`config.mk`:
```
export PLATFORM = sky130hd
export DESIGN_NAME = sdrx_block_rx
export DESIGN_NICKNAME = d
export VERILOG_FILES = /design/src/rtl/sdrx_pkg.sv /design/src/rtl/sdrx_crc16.sv /design/src/rtl/sdrx_hunt_timer.sv /design/src/rtl/sdrx_xch_port.sv /design/src/rtl/sdrx_out_stage.sv /design/src/rtl/sdrx_block_rx.sv
export SDC_FILE = /design/constraint.sdc
export NUM_CORES = 1
export LEC_CHECK = 0
export BUFFER_PORTS_ARGS = -buffer_cell sky130_fd_sc_hd__buf_4
export CAP_MARGIN = 30
export CELL_PAD_IN_SITES_DETAIL_PLACEMENT = 1
export CELL_PAD_IN_SITES_GLOBAL_PLACEMENT = 1
export CORE_AREA = 3 3 122 124
export CTS_CLUSTER_SIZE = 16
export DETAILED_ROUTE_END_ITERATION = 10
export DIE_AREA = 0 0 125 127
export PLACE_DENSITY_LB_ADDON = 0.1
export SYNTH_ARGS = -nofsm -noshare
export SYNTH_HDL_FRONTEND = slang
export SYNTH_SLANG_ARGS = --single-unit
```
`constraint.sdc`:
```
create_clock -name clk -period 2.1 [get_ports clk]
set_input_delay 0.105 -clock clk [delete_from_list [all_inputs] [get_ports clk]]
set_output_delay 0.105 -clock clk [all_outputs]
set_load 0.005 [all_outputs]
```
`src/rtl/sdrx_pkg.sv`:
```
package sdrx_pkg;

  typedef enum logic [1:0] {
    RX_OK        = 2'd0,
    RX_BAD_TOKEN = 2'd1,
    RX_BAD_CRC   = 2'd2,
    RX_TIMEOUT   = 2'd3
  } rx_status_e;

  typedef enum logic [2:0] {
    S_IDLE,
    S_HUNT,
    S_DATA,
    S_CRC_HI,
    S_CRC_LO,
    S_DRAIN
  } rx_state_e;

  localparam logic [7:0]  FILL_BYTE   = 8'hFF;
  localparam logic [7:0]  START_TOKEN = 8'hFE;
  localparam logic [15:0] CRC_POLY    = 16'h1021;

endpackage

```
`src/rtl/sdrx_crc16.sv`:
```
module sdrx_crc16 #(
  parameter logic [15:0] POLY = 16'h1021
) (
  input  logic        clk,
  input  logic        rst_n,
  input  logic        clr,
  input  logic        en,
  input  logic [7:0]  din,
  output logic [15:0] crc
);

  function automatic logic [15:0] step_byte(input logic [15:0] c_in, input logic [7:0] d);
    logic [15:0] c;
    logic        fb;
    c = c_in;
    for (int i = 7; i >= 0; i--) begin
      fb = c[15] ^ d[i];
      c  = {c[14:0], 1'b0};
      if (fb) c = c ^ POLY;
    end
    return c;
  endfunction

  always_ff @(posedge clk) begin
    if (!rst_n)   crc <= '0;
    else if (clr) crc <= '0;
    else if (en)  crc <= step_byte(crc, din);
  end

endmodule

```
`src/rtl/sdrx_hunt_timer.sv`:
```
module sdrx_hunt_timer #(
  parameter int unsigned LIMIT = 3000000
) (
  input  logic clk,
  input  logic rst_n,
  input  logic clr,
  input  logic tick,
  output logic last_slot
);

  localparam int unsigned CW = $clog2(LIMIT + 1);
  localparam logic [CW-1:0] LAST = CW'(LIMIT - 1);

  logic [CW-1:0] cnt;

  assign last_slot = (cnt == LAST);

  always_ff @(posedge clk) begin
    if (!rst_n)     cnt <= '0;
    else if (clr)   cnt <= '0;
    else if (tick)  cnt <= cnt + 1'b1;
  end

endmodule

```
`src/rtl/sdrx_xch_port.sv`:
```
module sdrx_xch_port (
  input  logic clk,
  input  logic rst_n,
  input  logic need,
  input  logic rvalid,
  output logic req,
  output logic got
);

  assign got = req & rvalid;

  always_ff @(posedge clk) begin
    if (!rst_n)            req <= 1'b0;
    else if (got)          req <= 1'b0;
    else if (!req && need) req <= 1'b1;
  end

endmodule

```
`src/rtl/sdrx_out_stage.sv`:
```
module sdrx_out_stage #(
  parameter int unsigned W = 8
) (
  input  logic         clk,
  input  logic         rst_n,
  input  logic         load,
  input  logic [W-1:0] ld_data,
  input  logic         ld_last,
  input  logic         ready,
  output logic         valid,
  output logic [W-1:0] data,
  output logic         last
);

  always_ff @(posedge clk) begin
    if (!rst_n) begin
      valid <= 1'b0;
      data  <= '0;
      last  <= 1'b0;
    end else begin
      if (valid && ready) valid <= 1'b0;
      if (load) begin
        valid <= 1'b1;
        data  <= ld_data;
        last  <= ld_last;
      end
    end
  end

endmodule

```
`src/rtl/sdrx_block_rx.sv`:
```
module sdrx_block_rx
  import sdrx_pkg::*;
#(
  parameter int unsigned CNT_W      = 16,
  parameter int unsigned SIZE_W     = 12,
  parameter int unsigned HUNT_LIMIT = 3000000
) (
  input  logic              clk,
  input  logic              rst_n,
  input  logic              start,
  input  logic [CNT_W-1:0]  blk_count,
  input  logic [SIZE_W-1:0] blk_size,
  input  logic              crc_check_en,
  output logic              xch_req,
  input  logic              xch_rvalid,
  input  logic [7:0]        xch_rdata,
  output logic              m_valid,
  input  logic              m_ready,
  output logic [7:0]        m_data,
  output logic              m_last,
  output logic              busy,
  output logic              done,
  output logic [1:0]        status
);

  localparam logic [SIZE_W-1:0] SIZE_ONE = SIZE_W'(1);
  localparam logic [CNT_W-1:0]  CNT_ONE  = CNT_W'(1);

  rx_state_e         state_q;
  rx_status_e        status_q;
  logic [CNT_W-1:0]  left_q;
  logic [SIZE_W-1:0] size_q;
  logic [SIZE_W-1:0] idx_q;
  logic              chk_q;
  logic [7:0]        crc_hi_q;
  logic              done_q;

  logic        need, got, load, out_empty, last_byte;
  logic        hunt_clr, hunt_tick, hunt_last;
  logic        crc_clr;
  logic [15:0] crc_val;

  // Fetch control: a payload byte is fetched only into an empty output register
  assign out_empty = ~m_valid;
  assign last_byte = (idx_q == size_q - SIZE_ONE);
  assign need      = (state_q == S_HUNT) || (state_q == S_CRC_HI) ||
                     (state_q == S_CRC_LO) || ((state_q == S_DATA) && out_empty);
  assign load      = got && (state_q == S_DATA);
  assign crc_clr   = got && (state_q == S_HUNT) && (xch_rdata == START_TOKEN);
  assign hunt_tick = got && (state_q == S_HUNT) && (xch_rdata == FILL_BYTE);
  assign hunt_clr  = ((state_q == S_IDLE) && start) || (got && (state_q == S_CRC_LO));

  sdrx_xch_port u_port (
    .clk    (clk),
    .rst_n  (rst_n),
    .need   (need),
    .rvalid (xch_rvalid),
    .req    (xch_req),
    .got    (got)
  );

  sdrx_hunt_timer #(.LIMIT(HUNT_LIMIT)) u_hunt (
    .clk       (clk),
    .rst_n     (rst_n),
    .clr       (hunt_clr),
    .tick      (hunt_tick),
    .last_slot (hunt_last)
  );

  sdrx_crc16 #(.POLY(CRC_POLY)) u_crc (
    .clk   (clk),
    .rst_n (rst_n),
    .clr   (crc_clr),
    .en    (load),
    .din   (xch_rdata),
    .crc   (crc_val)
  );

  sdrx_out_stage #(.W(8)) u_out (
    .clk     (clk),
    .rst_n   (rst_n),
    .load    (load),
    .ld_data (xch_rdata),
    .ld_last (last_byte),
    .ready   (m_ready),
    .valid   (m_valid),
    .data    (m_data),
    .last    (m_last)
  );

  always_ff @(posedge clk) begin
    if (!rst_n) begin
      state_q  <= S_IDLE;
      status_q <= RX_OK;
      left_q   <= '0;
      size_q   <= '0;
      idx_q    <= '0;
      chk_q    <= 1'b0;
      crc_hi_q <= '0;
      done_q   <= 1'b0;
    end else begin
      done_q <= 1'b0;
      unique case (state_q)
        S_IDLE: begin
          if (start) begin
            left_q   <= blk_count;
            size_q   <= blk_size;
            chk_q    <= crc_check_en;
            status_q <= RX_OK;
            state_q  <= S_HUNT;
          end
        end
        S_HUNT: begin
          if (got) begin
            if (xch_rdata == FILL_BYTE) begin
              if (hunt_last) begin
                status_q <= RX_TIMEOUT;
                state_q  <= S_DRAIN;
              end
            end else if (xch_rdata == START_TOKEN) begin
              idx_q   <= '0;
              state_q <= S_DATA;
            end else begin
              status_q <= RX_BAD_TOKEN;
              state_q  <= S_DRAIN;
            end
          end
        end
        S_DATA: begin
          if (got) begin
            idx_q <= idx_q + SIZE_ONE;
            if (last_byte) state_q <= S_CRC_HI;
          end
        end
        S_CRC_HI: begin
          if (got) begin
            crc_hi_q <= xch_rdata;
            state_q  <= S_CRC_LO;
          end
        end
        S_CRC_LO: begin
          if (got) begin
            if (chk_q && ({crc_hi_q, xch_rdata} != crc_val)) begin
              status_q <= RX_BAD_CRC;
              state_q  <= S_DRAIN;
            end else if (left_q == CNT_ONE) begin
              state_q <= S_DRAIN;
            end else begin
              left_q  <= left_q - CNT_ONE;
              state_q <= S_HUNT;
            end
          end
        end
        S_DRAIN: begin
          if (out_empty) begin
            state_q <= S_IDLE;
            done_q  <= 1'b1;
          end
        end
        default: state_q <= S_IDLE;
      endcase
    end
  end

  assign busy   = (state_q != S_IDLE);
  assign done   = done_q;
  assign status = status_q;

endmodule

```
==> qor.csv <==
stage;metric;value;unit
power;p_sw_frac;0.3595;
die;dieHeight;127;um
synth;synth.net_count;732;
critical_path;path_max_fanout;2;
critical_path;cpMaxStageDelayCell;or4_4;
cells_and_area;layout.nets;857;
clock_tree;htreeDepth;3;
worst_hold_path;hold_class;in -> reg;
die;placementRows;43;
route;vias;5396;
outcome;status;complete, but fails checks;
timing;final.setup.worst_slack;-0.2282;ns
cells_and_area;synthToLayoutAreaGrowth;36.97;%
worst_hold_path;hold_path.startpoint;crc_check_en;
placement;dp_hpwl;12340;um
critical_path;critPathMostFrequentCell;or4_4;
timing;final_max_slew_viol_count;0;
global_route;grt_usage;0.2101;
clock_tree;cts_tree;built;
cells_and_area;seq_area;2106;um^2
critical_path;cp.required;2.35;ns
route;drt-pass1-iter-count;4;
synth;yosysSeqAreaShare;0.3790;
timing;hold_slack;0.01298;ns
global_route;antenna_found_initial;0;
critical_path;path_cells;or4_4 > or4_4 > or4_4 > o21ai_2 > nor4b_2 > o211a_1;
critical_path;crit_family;simple AND/OR/NAND/NOR gates;
route;ant_nets;0;
clock_tree;clk_latency;0.36;ns
synth;synth_cell_type_count;60;
timing;skew;0.009088;ns
critical_path;r2r.worst_path.cells;6;
synth;syn_avg_cell_area;8.019;um^2
timing;fmax;429.5;MHz
global_route;grt_pass1_vias;5683;
critical_path;r2r_slack;-0.23;ns
critical_path;max_stage_delay;0.53;ns
power;clockPowerShare;0.251;
clock_tree;clk_pin_slew;0.07;ns
clock_tree;clockBufferDepth;2;
worst_hold_path;holdPathEnd;chk_q;
critical_path;timing.rr.end;state_q[0];
power;p_seq_frac;0.337;
worst_hold_path;hold_depth;3;
critical_path;path_class;reg -> reg;
timing;maxSlewHeadroom;0.6426;
timing;finalSetupViolations;35;
critical_path;start_kind;flop;
placement;dp.cells;961;
cells_and_area;final_layout_size_suffix_gt1_frac;0.3047;
global_route;grt_pass1_wl;27610;um
die;die_x;125;um
cells_and_area;antenna_cells;0;
synth;ys_seq_elements;104;
clock_tree;cts_root_buf;clkbuf_16;
placement;port_buffers;56;
outcome;violations;setup timing;
timing;fin_crit;2.328;ns
cells_and_area;n_fill_cell;1636;
global_route;overflow;0;
timing;final-hold-violation-count;0;
die;initial_core_util;0.3957;
synth;synth_cells;685;
clock_tree;cts_num_sinks;104;
die;die_area;15880;um^2
timing;timing.final.crit_share;1.109;
power;p_int;0.004404;W
critical_path;r2r-start;size_q[5];
power;power;0.006876;W
synth;yosys_warnings;0;
cells_and_area;multiInputGateArea;3635;um^2
die;fp.coreArea;13880;um^2
die;io_pins;57;
route;drc;0;
power;peakVddDrop;464.9;uV
synth;synth_enable_flop_cells;0;
placement;routabilityCongestion;0.8348;
route;avgViaCountPerCell;5.429;
critical_path;arrival;2.58;ns
route;wirelength;17430;um
synth;syn_area;5493;um^2
synth;async_flop_share;0;
power;combPwrFrac;0.412;
cells_and_area;instances_no_fill;994;
route;post_drt_wl_per_cell;17.53;um
global_route;grt_max_degree;28;
critical_path;cp-end-kind;flop;
timing;rsz0062_at_grt;yes;
run;maxCapViolations;0;
power;pwr_density_cell;913.9;nW/um^2
clock_tree;cts_inserted_buffers;9;
route;drtIter0Drc;255;
power;power_switching;0.002472;W
synth;synth_ff_type;dfxtp_1;
critical_path;path_buf_inv;0;
power;leakage;2.879;nW
timing;worst_pin_slew;0.5355;ns
==> how the worst max path moves through the flow <==
| stage | start | end | depth (start not counted) |
|---|---|---|---|
| global placement | size_q[5] | state_q[0] | 6 |
| floorplan | size_q[5] | state_q[0] | 6 |
| finish | size_q[5] | state_q[0] | 6 |
| CTS | size_q[5] | state_q[0] | 6 |
| global route | size_q[5] | state_q[0] | 6 |
| detailed placement | size_q[5] | u_out.last | 6 |
==> power by group through the flow <==
stage	Clock [W]	Sequential, W	Combinational (W)
global placement	0	0.00233	0.00233
global route	0.00187	0.00234	0.00310
finish	0.00173	0.00232	0.00283
floorplan	0	0.00231	0.00156
detailed placement	0	0.00234	0.00244
CTS	0.00178	0.00230	0.00255
==> sequential cells by signal (all words and copies together) (netlist names) <==
| register | cells |
|---|---|
| size_q | 12 |
| u_out.data | 8 |
| done | 1 |
| u_crc.crc | 16 |
| chk_q | 1 |
| u_out.last | 1 |
| idx_q | 12 |
| u_hunt.cnt | 22 |
| left_q | 16 |
| u_out.valid | 1 |
| u_port.req | 1 |
| state_q | 3 |
| crc_hi_q | 8 |
| status | 2 |
==> layout make-up <==
class                   count  share of cell area
clock buffers              11             0.03226
inverters                   9            0.004490
flip-flops and latches    104              0.2799
clock inverters             4            0.007151
well taps                 180             0.02994
multi-input cells         539              0.4831
repair buffers            147              0.1631
==> what timing repair did <==
action | CTS | global route
hold buffers | 3 | 0
endpoints found under the setup margin | 35 | 56
resized for setup | 29 | 78
endpoints found under the hold margin | 3 | 0
pin swaps | 9 | 56
buffers inserted | 3 | 11
gates cloned | 0 | 2
==> cells in the final DEF, fill, tap and decap left out, types with 8 or more instances in the layout <==
cell	netlist	routed
buf_4	1	127
dfxtp_1	104	89
nand2_1	86	83
nor2_1	93	82
a21oi_1	61	53
xnor2_1	47	41
xor2_1	35	35
nand4_1	19	19
nor3_1	25	15
nand3_1	18	13
dfxtp_2	0	13
buf_6	1	11
or3_1	11	10
clkbuf_16	0	10
inv_1	9	9
o21ai_0	12	9
o211ai_1	9	9
mux2i_1	9	9
nand2b_1	8	8
a21oi_2	1	8
nor2_4	0	8
and3_1	9	8
==> synthesized netlist by cell type, types with 5 or more instances <==
cell type | n | area [um^2]
o21ai_0 | 12 | 60.06
a21oi_1 | 61 | 305.3
nor3_1 | 25 | 125.1
xor2_1 | 35 | 306.5
mux2i_1 | 9 | 90.09
buf_2 | 5 | 25.02
and3_1 | 9 | 56.30
or3_1 | 11 | 68.82
ha_1 | 5 | 62.56
or4_1 | 8 | 60.06
nand3b_1 | 5 | 37.54
o31ai_1 | 6 | 45.04
nor4_1 | 6 | 37.54
clkbuf_1 | 23 | 86.33
nand3_1 | 18 | 90.09
nand2_1 | 86 | 322.8
nand2b_1 | 8 | 50.05
xnor2_1 | 47 | 411.6
a31oi_1 | 5 | 31.28
and4_1 | 5 | 43.79
inv_1 | 9 | 33.78
o211ai_1 | 9 | 67.56
nor2_1 | 93 | 349.1
nand4_1 | 19 | 118.9
dfxtp_1 | 104 | 2082
==> tightest hold or removal path: stages <==
cell and delay (ns):
buf_4 0.11, nand2_1 0.05, a21oi_1 0.05
==> metrics by stage <==
stage	setup slack [ns]	area (um^2)	setup TNS [ns]	utilization
floorplan	-0.1647	5558	-0.3271	-
global placement	-0.2170	6615	-0.6813	0.4766
detailed placement	-0.2763	6615	-1.482	0.4766
CTS	-0.2288	7083	-1.039	0.5103
global route	-0.2565	7523	-5.328	0.5420
finish	-0.2282	7523	-2.190	0.5420
==> per-layer routing <==
metal | wire length, um | global-route usage | part of all wire
met5 | 0 | 0 | 0
met1 | 7836 | 0.2591 | 0.45
met4 | 201 | 0.05548 | 0.012
met2 | 8729 | 0.3758 | 0.50
met3 | 661 | 0.04222 | 0.038
==> kinds of logic after synthesis <==
family          synth area share
compound gates            0.1462
mux                      0.01640
simple gates              0.2841
fa+ha+maj                0.01139
flops                     0.3790
xor+xnor                  0.1308
buf+inv                  0.03212
(Power assumes the default switching activity.)
